## config.mk

```make
export PLATFORM = sky130hd
export DESIGN_NAME = modem_status_unit
export DESIGN_NICKNAME = d
export VERILOG_FILES = /design/src/rtl/mdm_pkg.sv /design/src/rtl/mdm_line_map.sv /design/src/rtl/mdm_delta_gen.sv /design/src/rtl/modem_status_unit.sv
export SDC_FILE = /design/constraint.sdc
export NUM_CORES = 1
export LEC_CHECK = 0
export BUFFER_PORTS_ARGS = -buffer_cell sky130_fd_sc_hd__buf_4
export CORE_AREA = 2 2 53 45
export DETAILED_ROUTE_END_ITERATION = 10
export DIE_AREA = 0 0 55 47
export GPL_TIMING_DRIVEN = 0
export PLACE_DENSITY = 0.78
export SLEW_MARGIN = 20
export SYNTH_ARGS = -nofsm -noshare
export SYNTH_HDL_FRONTEND = slang
export SYNTH_SLANG_ARGS = --single-unit
```

## constraint.sdc

```tcl
create_clock -name clk -period 1.2 [get_ports clk]
set_input_delay 0.12 -clock clk [delete_from_list [all_inputs] [get_ports clk]]
set_output_delay 0.12 -clock clk [all_outputs]
set_load 0.005 [all_outputs]
```

## src/rtl/mdm_pkg.sv

```systemverilog
package mdm_pkg;
  localparam int DATA_W   = 8;
  localparam int CTL_W    = 5;
  localparam int LINE_W   = 4;
  localparam int LOOP_BIT = 4;

  // Status line nibble in register bit order (bit7 down to bit4)
  typedef struct packed {
    logic dcd;
    logic ri;
    logic dsr;
    logic cts;
  } line_t;

  localparam line_t LINES_IDLE = '{dcd: 1'b1, ri: 1'b0, dsr: 1'b1, cts: 1'b0};
endpackage

```

## src/rtl/mdm_line_map.sv

```systemverilog
module mdm_line_map
  import mdm_pkg::*;
(
  input  logic [CTL_W-1:0] ctl,
  output line_t            lines
);
  always_comb begin
    if (ctl[LOOP_BIT]) begin
      lines.cts = ctl[1];
      lines.dsr = ctl[0];
      lines.ri  = ctl[2];
      lines.dcd = ctl[3];
    end else begin
      lines = LINES_IDLE;
    end
  end
endmodule

```

## src/rtl/mdm_delta_gen.sv

```systemverilog
module mdm_delta_gen
  import mdm_pkg::*;
(
  input  logic              enable,
  input  line_t             prev,
  input  line_t             cur,
  output logic [LINE_W-1:0] set
);
  always_comb begin
    set = '0;
    if (enable) begin
      set[0] = prev.cts ^ cur.cts;
      set[1] = prev.dsr ^ cur.dsr;
      set[2] = prev.ri & ~cur.ri;
      set[3] = prev.dcd ^ cur.dcd;
    end
  end
endmodule

```

## src/rtl/modem_status_unit.sv

```systemverilog
module modem_status_unit
  import mdm_pkg::*;
#(
  parameter int ADDR_W   = 3,
  parameter int MCR_ADDR = 4,
  parameter int MSR_ADDR = 6
) (
  input  logic              clk,
  input  logic              rst,
  input  logic              wr_en,
  input  logic [ADDR_W-1:0] wr_addr,
  input  logic [7:0]        wr_data,
  input  logic              rd_en,
  input  logic [ADDR_W-1:0] rd_addr,
  output logic [7:0]        rd_data,
  output logic              modem_chg
);
  localparam logic [ADDR_W-1:0] CTL_SEL = ADDR_W'(MCR_ADDR);
  localparam logic [ADDR_W-1:0] STS_SEL = ADDR_W'(MSR_ADDR);

  logic [CTL_W-1:0]  mcr_q, mcr_d;
  line_t             line_q, line_d;
  logic [LINE_W-1:0] delta_q, delta_d, delta_set;
  logic [DATA_W-1:0] msr_q, rd_q, rd_sel;
  logic              chg_q;
  logic              ctl_write, sts_read;

  assign ctl_write = wr_en && (wr_addr == CTL_SEL);
  assign sts_read  = rd_en && (rd_addr == STS_SEL);
  assign msr_q     = {line_q, delta_q};

  // Reset forces the control value to zero so the line map yields reset lines.
  always_comb begin
    if (rst)            mcr_d = '0;
    else if (ctl_write) mcr_d = wr_data[CTL_W-1:0];
    else                mcr_d = mcr_q;
  end

  mdm_line_map u_map (
    .ctl   (mcr_d),
    .lines (line_d)
  );

  mdm_delta_gen u_delta (
    .enable (ctl_write && !rst),
    .prev   (line_q),
    .cur    (line_d),
    .set    (delta_set)
  );

  always_comb begin
    if (rst) delta_d = '0;
    else     delta_d = (sts_read ? '0 : delta_q) | delta_set;
  end

  always_comb begin
    if (rd_addr == CTL_SEL)      rd_sel = {{(DATA_W-CTL_W){1'b0}}, mcr_q};
    else if (rd_addr == STS_SEL) rd_sel = msr_q;
    else                         rd_sel = '0;
  end

  always_ff @(posedge clk) begin
    mcr_q   <= mcr_d;
    line_q  <= line_d;
    delta_q <= delta_d;
    chg_q   <= |delta_d;
    if (rst)        rd_q <= '0;
    else if (rd_en) rd_q <= rd_sel;
  end

  assign rd_data   = rd_q;
  assign modem_chg = chg_q;
endmodule

```

==> results of run 1 <==
==> critical path, cell delays in order (launching register included) <==
cell     delay [ns]
dfxtp_2        0.34
or4_4          0.53
a21oi_2        0.12
a31oi_1        0.05
==> cells in the mapped netlist <==
library cell   n
a31oi_1        1
a32o_1         2
a21oi_1        9
a22o_1         3
nor3_2         1
clkinv_1       1
a222oi_1       5
nor4b_4        1
o21ai_0        1
a211oi_1       1
nor2_2         1
and4b_1        1
nand3b_1       2
a22oi_1        3
nor4_1         1
o22ai_1        1
xnor2_1        4
nor2b_1        2
dfxtp_1       22
inv_1          4
nor2_1         9
a21o_1         2
nand2_1       16
nand4bb_1      1
buf_2          3
a31o_1         1
clkbuf_1       2
nand3_1        4
or4_1          1
==> worst paths after layout <==
kind              start        end  slack [ns]
max          delta_q[2]  modem_chg        0.04
max reg2reg  delta_q[2]  modem_chg        0.04
min reg2reg    mcr_q[2]   mcr_q[2]        0.50
min          wr_data[0]   mcr_q[0]        0.06
==> stage by stage <==
stage / worst slack [ns] / hold WS [ns] / instance area (sq um) / total power (uW) / TNS, ns
finish: 0.04493 / 0.05902 / 1191 / 1277 / 0
global route: -0.002608 / 0.06043 / 1191 / 1332 / -0.002608
CTS: 0.004125 / 0.05535 / 1172 / 1292 / 0
detailed placement: -0.07595 / 0.3996 / 1135 / 893.3 / -0.3346
global placement: 0.01007 / 0.3913 / 1135 / 889.2 / 0
floorplan: 0.06697 / 0.2560 / 945.9 / 830.3 / 0
==> what timing repair did <==
| action | in CTS | in global routing |
|---|---|---|
| buffers inserted | 0 | 1 |
| endpoints found under the setup margin | 1 | 1 |
| gates resized for setup | 1 | 4 |
| pin swaps | 0 | 2 |
==> kinds of logic after synthesis <==
logic type                Yosys count
DFF                                22
and+or+nand+nor                    40
AOI/OAI and AO/OA                  29
buffers and inverters              10
xor gates and xnor gates            4
==> power groups by stage <==
stage | clock network [uW] | logic [uW] | registers, uW
floorplan | 0 | 68.2 | 762
global placement | 0 | 125 | 764
detailed placement | 0 | 129 | 764
CTS | 415 | 129 | 748
global route | 440 | 145 | 748
finish | 401 | 130 | 746
==> final cells by class <==
class	instances	area [sq um]	share of cell area, %
multi-input combinational	73	471.7	39.60
sequential	22	445.4	37.40
timing repair buffer	22	165.2	13.87
clock buffer	4	36.28	3.046
tap	25	31.28	2.626
buffer	5	22.52	1.891
inverter	5	18.77	1.576
==> state kept, by name, summed over array words and instances (netlist names) <==
register,cells
rd_data,8
mcr_q,5
delta_q,4
line_q,4
modem_chg,1
==> per-layer routing <==
metal | routed length, um | share of wire, % | up-vias
li1 | - | - | 434
met1 | 954 | 48 | 392
met2 | 911 | 46 | 28
met3 | 119 | 5.9 | 3
met4 | 17 | 0.85 | 0
met5 | 0 | 0 | -
==> cell usage in the layout (no fill, tap or decap), types with 2 or more instances in the layout <==
| master | synthesis | routed |
|---|---|---|
| a21o_1 | 2 | 2 |
| a21oi_1 | 9 | 8 |
| a222oi_1 | 5 | 5 |
| a22o_1 | 3 | 3 |
| a22oi_1 | 3 | 3 |
| a32o_1 | 2 | 2 |
| buf_2 | 3 | 3 |
| buf_4 | 0 | 22 |
| clkbuf_1 | 2 | 2 |
| clkbuf_4 | 0 | 3 |
| dfxtp_1 | 22 | 20 |
| inv_1 | 4 | 4 |
| nand2_1 | 16 | 16 |
| nand3_1 | 4 | 4 |
| nand3b_1 | 2 | 2 |
| nor2_1 | 9 | 9 |
| nor2b_1 | 2 | 2 |
| xnor2_1 | 4 | 4 |
==> out/metrics.cfg, run 1 <==
[sta]
worst_slew_pin_slew_ns = 0.4987
finalCriticalPeriod_ns = 1.155
slew_headroom_pct = 66.58
hold_violations = 0
slew_viol_final = 0
min_period_over_period_pct = 96.26
clock-skew-final_ns = 0.004272
fmax_mhz = 865.8
setup_viol = 0

[placed_design]
hpwl_um = 1508
gp_congestion = 0.8003
place_inst = 151
io_buffers = 21

[worst_setup_path]
r2r_cells = 3
timing.setup.critical_path_class = flip-flop to flip-flop
crit_arrival_ns = 1.35
cp_max_fo = 2
critPathRequiredTime_ns = 1.40
endpoint_kind = flip-flop
crit_path_start_kind = flip-flop

[logic_synthesis]
synth-compound-area-share_pct = 22.49
yosys.area_share.adder_pct = 0
synth_top_family_by_area = simple AND/OR/NAND/NOR gates
ys_warn_count = 0
synth_top_area_cell = dfxtp_1
yosysSeqAreaShare_pct = 46.56
synth_xor_area_share_pct = 3.704
synth-simple-area-share_pct = 22.88
syn_area_per_cell_sq_um = 9.009
synth.mux.area_fraction_pct = 0
synth_cell_types = 29
synthTopCellsByArea = dfxtp_1, nand2_1, a222oi_1
netlist_area_sq_um = 945.9
syn_nets = 123
postSynthCellCount = 105
synth-seq-cells = 22
synth_top_area_share_pct = 46.56

[final_layout]
n_fill_cell = 193
finalNonFillerCells = 156
num_antenna_cells = 0
area_delta_synth_final_pct = 25.93
fin_util_pct = 57.70
drive_gt1_share_pct = 27.48
num-nets-final = 150

[cts]
h-tree-depth = 1
clock_latency_ns = 0.31
cts-root-buf = clkbuf_4
ctsHoldBuffers = 0
ctsLongestPathBuffers = 2
clock_sinks = 22
cts_tree = done
clkTransAtPathRegs_ns = 0.11
cts-buffers-inserted = 3

[drt]
wl_um = 2001
vias = 857
vias_per_cell = 5.494
drcViolationCount = 0
first_iter_violations = 26
dr.pass1.iters = 4
routedWlPerCell_um = 12.83
ant_nets = 0

[global_routing]
track_usage_pct = 17.74
grt-busiest-layer = met2
grt_max_degree = 13
use_met3_pct = 6.688
grt_pass1_vias = 757
grt_first_pass_wirelength_um = 3201
met1_usage_pct = 22.29
grt-ovfl-total = 0
antenna_found_initial = 0
gr-usage-met2_pct = 28.57

[run_status]
outcome = finished clean

[pwr]
seq_power_share_pct = 58.4
max-vdd-ir-drop_uv = 722.7
clock_power_share_pct = 31.4
p_int_uw = 985.7
pwr-share-comb_pct = 10.2
p_switching_uw = 291.5
p_per_area_nw_per_um2 = 1072
power.leakage_uw = 0.0004555
switching_share_pct = 22.82

[die]
initial_utilization_pct = 45.82
die_area_sq_um = 2585
fp-row-count = 15
coreArea_sq_um = 2064
io_pins = 27
fp.dieH_um = 47
die_w_um = 55

[min_path]
min_path_type = primary input to flip-flop
min_delay_path_depth = 3

[run]
drv_cap = 0

No activity file was read; power rests on OpenSTA's default activity.
==> inputs of run 2 (changes only) <==
--- a/config.mk
+++ b/config.mk
@@ -5,12 +5,13 @@
 export SDC_FILE = /design/constraint.sdc
 export NUM_CORES = 1
 export LEC_CHECK = 0
+export ABC_AREA = 1
 export BUFFER_PORTS_ARGS = -buffer_cell sky130_fd_sc_hd__buf_4
-export CORE_AREA = 2 2 53 45
+export CORE_AREA = 2 2 52 45
 export DETAILED_ROUTE_END_ITERATION = 10
-export DIE_AREA = 0 0 55 47
+export DIE_AREA = 0 0 54 47
 export GPL_TIMING_DRIVEN = 0
-export PLACE_DENSITY = 0.78
+export PLACE_DENSITY = 0.79
 export SLEW_MARGIN = 20
 export SYNTH_ARGS = -nofsm -noshare
 export SYNTH_HDL_FRONTEND = slang
==> out/metrics.cfg, run 2 <==
[run_status]
outcome = finished clean  ; unchanged

[worst_setup_path]
worst_path_dominant_cell_family = simple AND/OR/NAND/NOR gates  ; unchanged
crit_buf_inv = 1  ; was 0
crit_arrival_ns = 1.37  ; was 1.35 ns
timing.setup.critical_path_class = flip-flop to flip-flop  ; unchanged
cp_max_fo = 8  ; was 2
critPathMaxStageDelay_ns = 0.35  ; was 0.53 ns
worstPathCellList = inv_2, nand2_2, nand2_4, nor2_8, nand2_2, nand2_1, a21oi_2, nor2_2, nand2_1  ; was or4_4, a21oi_2, a31oi_1
endpoint_kind = flip-flop  ; unchanged
critPathRequiredTime_ns = 1.41  ; was 1.40 ns
slowest_stage = dfxtp_2  ; was or4_4
crit_path_start_kind = flip-flop  ; unchanged

[global_routing]
track_usage_pct = 18.42  ; was 17.74%
grt_pass1_vias = 809  ; was 757
grt-ovfl-total = 0  ; unchanged
grt_max_degree = 12  ; was 13
antenna_found_initial = 0  ; unchanged
grt_first_pass_wirelength_um = 3256  ; was 3201 um

[logic_synthesis]
synth-seq-cells = 22  ; unchanged
postSynthCellCount = 123  ; was 105
synth_top_area_share_pct = 47.12  ; was 46.56%
synthTopCellsByArea = dfxtp_1, nand2_1, nand3_1  ; was dfxtp_1, nand2_1, a222oi_1
synth_ff_type = dfxtp_1  ; unchanged
syn_area_per_cell_sq_um = 7.599  ; was 9.009 sq um
synth_edf_count = 0  ; unchanged
syn_nets = 141  ; was 123
netlist_area_sq_um = 934.6  ; was 945.9 sq um
synth_cell_types = 18  ; was 29
yosysSeqAreaShare_pct = 47.12  ; was 46.56%
synth_common_cells = nand2_1, dfxtp_1, inv_1, nand3_1, nand2_2  ; was dfxtp_1, nand2_1, a21oi_1, nor2_1, a222oi_1
ys_warn_count = 0  ; unchanged
async_reset_ff_share_pct = 0  ; unchanged
synth.most_common_cell = nand2_1  ; was dfxtp_1
synth_top_area_cell = dfxtp_1  ; unchanged

[die]
die_area_sq_um = 2538  ; was 2585 sq um
io_pins = 27  ; unchanged
fp-row-count = 15  ; unchanged
coreArea_sq_um = 2027  ; was 2064 sq um
die_w_um = 54  ; was 55 um
fp.dieH_um = 47  ; unchanged
initial_utilization_pct = 46.11  ; was 45.82%

[drt]
wl_um = 2089  ; was 2001 um
dr.pass1.iters = 4  ; unchanged
vias_per_cell = 4.961  ; was 5.494
vias = 888  ; was 857
routedWlPerCell_um = 11.67  ; was 12.83 um
ant_nets = 0  ; unchanged
drcViolationCount = 0  ; unchanged
first_iter_violations = 8  ; was 26

[min_path]
min_path_type = primary input to flip-flop  ; unchanged

[cts]
cts-root-buf = clkbuf_4  ; unchanged
cts_tree = done  ; unchanged
h-tree-depth = 1  ; unchanged
ctsLongestPathBuffers = 2  ; unchanged
clock_latency_ns = 0.30  ; was 0.31 ns
clkTransAtPathRegs_ns = 0.11  ; about the same
clock_sinks = 22  ; unchanged
cts-buffers-inserted = 3  ; unchanged

[pwr]
max-vdd-ir-drop_uv = 537.4  ; was 722.7 uV
p_int_uw = 922.3  ; was 985.7 uW
seq_power_share_pct = 61.8  ; was 58.4%
p_switching_uw = 292.1  ; was 291.5 uW
clock_power_share_pct = 27.2  ; was 31.4%
pwr-share-comb_pct = 11.0  ; was 10.2%
switching_share_pct = 24.05  ; was 22.82%
p_per_area_nw_per_um2 = 964.8  ; was 1072 nW/um^2
power.leakage_uw = 0.0006088  ; was 0.0004555 uW

[sta]
clock-skew-final_ns = 0.002346  ; was 0.004272 ns
holdWs_ns = 0.1727  ; was 0.05902 ns
rsz0062_at_grt = true
slew_headroom_pct = 67.94  ; was 66.58%
slew_viol_final = 0  ; unchanged
worst_slew_pin_slew_ns = 0.4773  ; was 0.4987 ns
finalCriticalPeriod_ns = 1.152  ; was 1.155 ns
hold_violations = 0  ; unchanged
min_period_over_period_pct = 95.98  ; was 96.26%
fmax_mhz = 868.3  ; was 865.8 MHz
setup_viol = 0  ; unchanged

[run]
drv_cap = 0  ; unchanged

[final_layout]
num_antenna_cells = 0  ; unchanged
area_delta_synth_final_pct = 34.67  ; was 25.93%
fin_util_pct = 62.10  ; was 57.70%
num-nets-final = 174  ; was 150
drive_gt1_share_pct = 37.01  ; was 27.48%
largest_register_ffs = 8  ; unchanged
n_fill_cell = 192  ; was 193
layout_common_cells = nand2_1, buf_4, dfxtp_1  ; was buf_4, dfxtp_1, nand2_1
layout_commonest_cell = nand2_1  ; was buf_4

[placed_design]
gp_congestion = 0.7407  ; was 0.8003
hpwl_um = 1477  ; was 1508 um
io_buffers = 22  ; was 21

[run 2: through the flow]
| stage | instances | power, uW | cell area (sq um) | TNS, ns | worst slack [ns] |
|---|---|---|---|---|---|
| 5_1_grt | 179 | 1259 | 1259 | -0.03243 | -0.03243 |
| 6_report | 179 | 1214 | 1259 | 0 | 0.04828 |
| 2_1_floorplan | 123 | 828.9 | 934.6 | 0 | 0.09050 |
| 3_5_place_dp | 170 | 881.8 | 1131 | -0.4815 | -0.1740 |
| 4_1_cts | 176 | 1218 | 1197 | 0 | 0.005010 |
| 3_3_place_gp | 170 | 878.6 | 1131 | -0.2887 | -0.1325 |
[run 2: cell families after synthesis]
group           after synthesis  share of synthesized area (%)
simple gates                 69                          36.68
buf+inv                      21                          9.237
flops                        22                          47.12
compound gates               11                          6.961
[run 2: worst paths after layout]
kind,startpoint,endpoint,slack [ns],cells after the start
max,mcr_q[4],modem_chg,0.05,9
min,rd_addr[0],rd_data[0],0.17,4
max reg2reg,mcr_q[4],modem_chg,0.05,9
min reg2reg,line_q[2],rd_data[6],0.48,2
[run 2: routing by layer]
metal	share of wire [%]	GRT usage, %	wire length [um]
met1	44	21.57	929
met5	0	0	0
met2	49	32.44	1021
met3	5.2	5.732	108
met4	1.4	6.000	29
[run 2: power by group through the flow]
| stage | sequential [uW] | combinational, uW | clock (uW) |
|---|---|---|---|
| floorplan | 764 | 65.2 | 0 |
| global placement | 765 | 113 | 0 |
| detailed placement | 766 | 116 | 0 |
| CTS | 749 | 126 | 342 |
| global route | 752 | 148 | 359 |
| finish | 750 | 134 | 330 |
[run 2: final cells by class]
cell class | count | area (sq um) | share of cell area [%]
repair buffers | 28 | 215.2 | 17.10
inverters | 20 | 75.07 | 5.964
multi-input cells | 80 | 460.4 | 36.58
well taps | 25 | 31.28 | 2.485
plain buffers | 1 | 11.26 | 0.8946
flip-flops and latches | 22 | 442.9 | 35.19
clock buffers | 3 | 22.52 | 1.789
[run 2: what timing repair did]
item                                    4_1_cts  5_1_grt
gates resized for setup                       4       12
hold buffers                                  2        0
cloned                                        0        0
endpoints found under the setup margin        1        2
endpoints found under the hold margin         3        0
pin swaps                                     4        8
buffers inserted                              1        3
[run 2: tightest hold or removal path: stages]
cell and delay, ns:
buf_4 0.08, nor3_1 0.08, nand3_1 0.08, a31oi_1 0.07
==> inputs of run 3 (changes only) <==
--- a/config.mk
+++ b/config.mk
@@ -6,12 +6,13 @@
 export NUM_CORES = 1
 export LEC_CHECK = 0
 export ABC_AREA = 1
-export BUFFER_PORTS_ARGS = -buffer_cell sky130_fd_sc_hd__buf_4
-export CORE_AREA = 2 2 52 45
+export CORE_AREA = 2 2 43 45
+export CTS_CLUSTER_DIAMETER = 150
 export DETAILED_ROUTE_END_ITERATION = 10
-export DIE_AREA = 0 0 54 47
+export DIE_AREA = 0 0 45 47
+export DONT_BUFFER_PORTS = 1
 export GPL_TIMING_DRIVEN = 0
-export PLACE_DENSITY = 0.79
+export PLACE_DENSITY = 0.78
 export SLEW_MARGIN = 20
 export SYNTH_ARGS = -nofsm -noshare
 export SYNTH_HDL_FRONTEND = slang
==> out/metrics.cfg, run 3 (synthesis results as in run 2) <==
[worst_setup_path]
crit_buf_inv = 1  ; unchanged
critPathRequiredTime_ns = 1.41  ; about the same
slowest_stage = dfxtp_2  ; unchanged
timing.setup.critical_path_class = flip-flop to flip-flop  ; unchanged
crit_arrival_ns = 1.38  ; was 1.37 ns
worstPathCellList = inv_2, nand2_2, nand2_4, nor2_8, nand3_2, nand3_2, nand2_2, nor2_1, nand2_1  ; was inv_2, nand2_2, nand2_4, nor2_8, nand2_2, nand2_1, a21oi_2, nor2_2, nand2_1
endpoint_kind = flip-flop  ; unchanged
cp_max_fo = 8  ; unchanged
crit_path_start_kind = flip-flop  ; unchanged
critPathMaxStageDelay_ns = 0.35  ; about the same
worst_path_dominant_cell_family = simple AND/OR/NAND/NOR gates  ; unchanged

[final_layout]
drive_gt1_share_pct = 25.58  ; was 37.01%
regArea_sq_um = 442.9  ; unchanged
layout_commonest_cell = nand2_1  ; unchanged
num_antenna_cells = 0  ; unchanged
num-nets-final = 148  ; was 174
layout_common_cells = nand2_1, dfxtp_1, inv_1  ; was nand2_1, buf_4, dfxtp_1
largest_register_ffs = 8  ; unchanged
area_delta_synth_final_pct = 13.65  ; was 34.67%
n_fill_cell = 147  ; was 192
fin_util_pct = 64.32  ; was 62.10%
multi_input_area_sq_um = 460.4  ; unchanged
stdcell_area_sq_um = 1062  ; was 1259 sq um

[drt]
dr.pass1.iters = 4  ; unchanged
vias = 783  ; was 888
routedWlPerCell_um = 12.52  ; was 11.67 um
drcViolationCount = 0  ; unchanged
vias_per_cell = 5.363  ; was 4.961
wl_um = 1828  ; was 2089 um
first_iter_violations = 17  ; was 8
ant_nets = 0  ; unchanged

[sta]
finalCriticalPeriod_ns = 1.176  ; was 1.152 ns
worst_slew_pin_slew_ns = 0.4917  ; was 0.4773 ns
slew_headroom_pct = 66.97  ; was 67.94%
holdWs_ns = 0.01242  ; was 0.1727 ns
setup_viol = 0  ; unchanged
clock-skew-final_ns = 0.003525  ; was 0.002346 ns
hold_violations = 0  ; unchanged
min_period_over_period_pct = 98.01  ; was 95.98%
fmax_mhz = 850.2  ; was 868.3 MHz
rsz0062_at_grt = true  ; unchanged
slew_viol_final = 0  ; unchanged

[pwr]
power.leakage_uw = 0.0004861  ; was 0.0006088 uW
p_per_area_nw_per_um2 = 1171  ; was 964.8 nW/um^2
total_power_uw = 1244  ; was 1214 uW
max-vdd-ir-drop_uv = 471.6  ; was 537.4 uV

[die]
die_w_um = 45  ; was 54 um
initial_utilization_pct = 56.59  ; was 46.11%
io_pins = 27  ; unchanged
fp-row-count = 15  ; unchanged
fp.dieH_um = 47  ; unchanged
die_area_sq_um = 2115  ; was 2538 sq um
coreArea_sq_um = 1652  ; was 2027 sq um

[placed_design]
hpwl_um = 1330  ; was 1477 um
placed_area_sq_um = 955.9  ; was 1131 sq um
gp_congestion = 0.8093  ; was 0.7407
io_buffers = 0  ; was 22

[cts]
cts_tree = done  ; unchanged
clock_latency_ns = 0.30  ; about the same
h-tree-depth = 1  ; unchanged
ctsLongestPathBuffers = 2  ; unchanged
cts-buffers-inserted = 3  ; unchanged
ctsHoldBuffers = 0  ; was 2
clock_sinks = 22  ; unchanged
cts-root-buf = clkbuf_4  ; unchanged
clkTransAtPathRegs_ns = 0.12  ; was 0.11 ns

[global_routing]
grt_pass1_vias = 680  ; was 809
grt_first_pass_wirelength_um = 2794  ; was 3256 um
antenna_found_initial = 0  ; unchanged
grt_max_degree = 13  ; was 12
grt-ovfl-total = 0  ; unchanged
track_usage_pct = 18.26  ; was 18.42%

[min_path]
min_path_type = primary input to flip-flop  ; unchanged

[run]
drv_cap = 0  ; unchanged

[run_status]
outcome = finished clean  ; unchanged

-- run 3: cell count changes in the layout (fill, tap and decap cells not counted) --
cell / previous run / this run
dlygate4sd3_1: 2 / 0
nor2_1: 3 / 5
clkbuf_8: 0 / 1
nand3_1: 10 / 9
nor2_2: 3 / 1
nand3_2: 7 / 8
buf_4: 26 / 2
-- run 3: metrics by stage --
| stage | setup TNS, ns | std cells | setup WS, ns |
|---|---|---|---|
| after global routing | -0.02503 | 146 | -0.02503 |
| final | 0 | 146 | 0.02387 |
| after detailed placement | -0.09538 | 140 | -0.09365 |
| after floorplan | 0 | 123 | 0.09050 |
| after CTS | 0 | 145 | 0.002407 |
| after global placement | -0.06817 | 140 | -0.06817 |
-- run 3: power by group --
| part | switching [uW] | internal, uW |
|---|---|---|
| combinational | 61.0 | 27.6 |
| sequential | 7.85 | 743 |
| clock | 220 | 185 |
| total | 289 | 955 |
-- run 3: routing by layer --
metal / vias to the layer above / track usage [%] / share of wire (%)
li1: 398 / - / -
met1: 359 / 22.46 / 45
met2: 24 / 33.43 / 49
met3: 2 / 2.308 / 5.0
met4: 0 / 5.294 / 0.82
met5: - / 0 / 0
-- run 3: final timing paths --
path | start | endpoint | slack, ns | cells after the start
setup / recovery | mcr_q[4] | modem_chg | 0.02 | 9
hold / removal | rst | rd_data[4] | 0.01 | 2
setup reg to reg | mcr_q[4] | modem_chg | 0.02 | 9
hold reg to reg | line_q[2] | rd_data[6] | 0.48 | 2
-- run 3: cell type report --
cell class                      count  share of cell area, %
Tap cell                           17                  2.002
Timing Repair Buffer                2                  1.413
Sequential cell                    22                  41.70
Buffer                              1                  1.060
Multi-Input combinational cell     80                  43.35
Clock buffer                        4                  3.416
Inverter                           20                  7.067
-- run 3: repair_timing --
item                                    4_1_cts  5_1_grt
resized for setup                             1       14
buffers inserted                              1        1
endpoints found under the hold margin         0        0
endpoints found under the setup margin        1        1
pin swaps                                     2       10
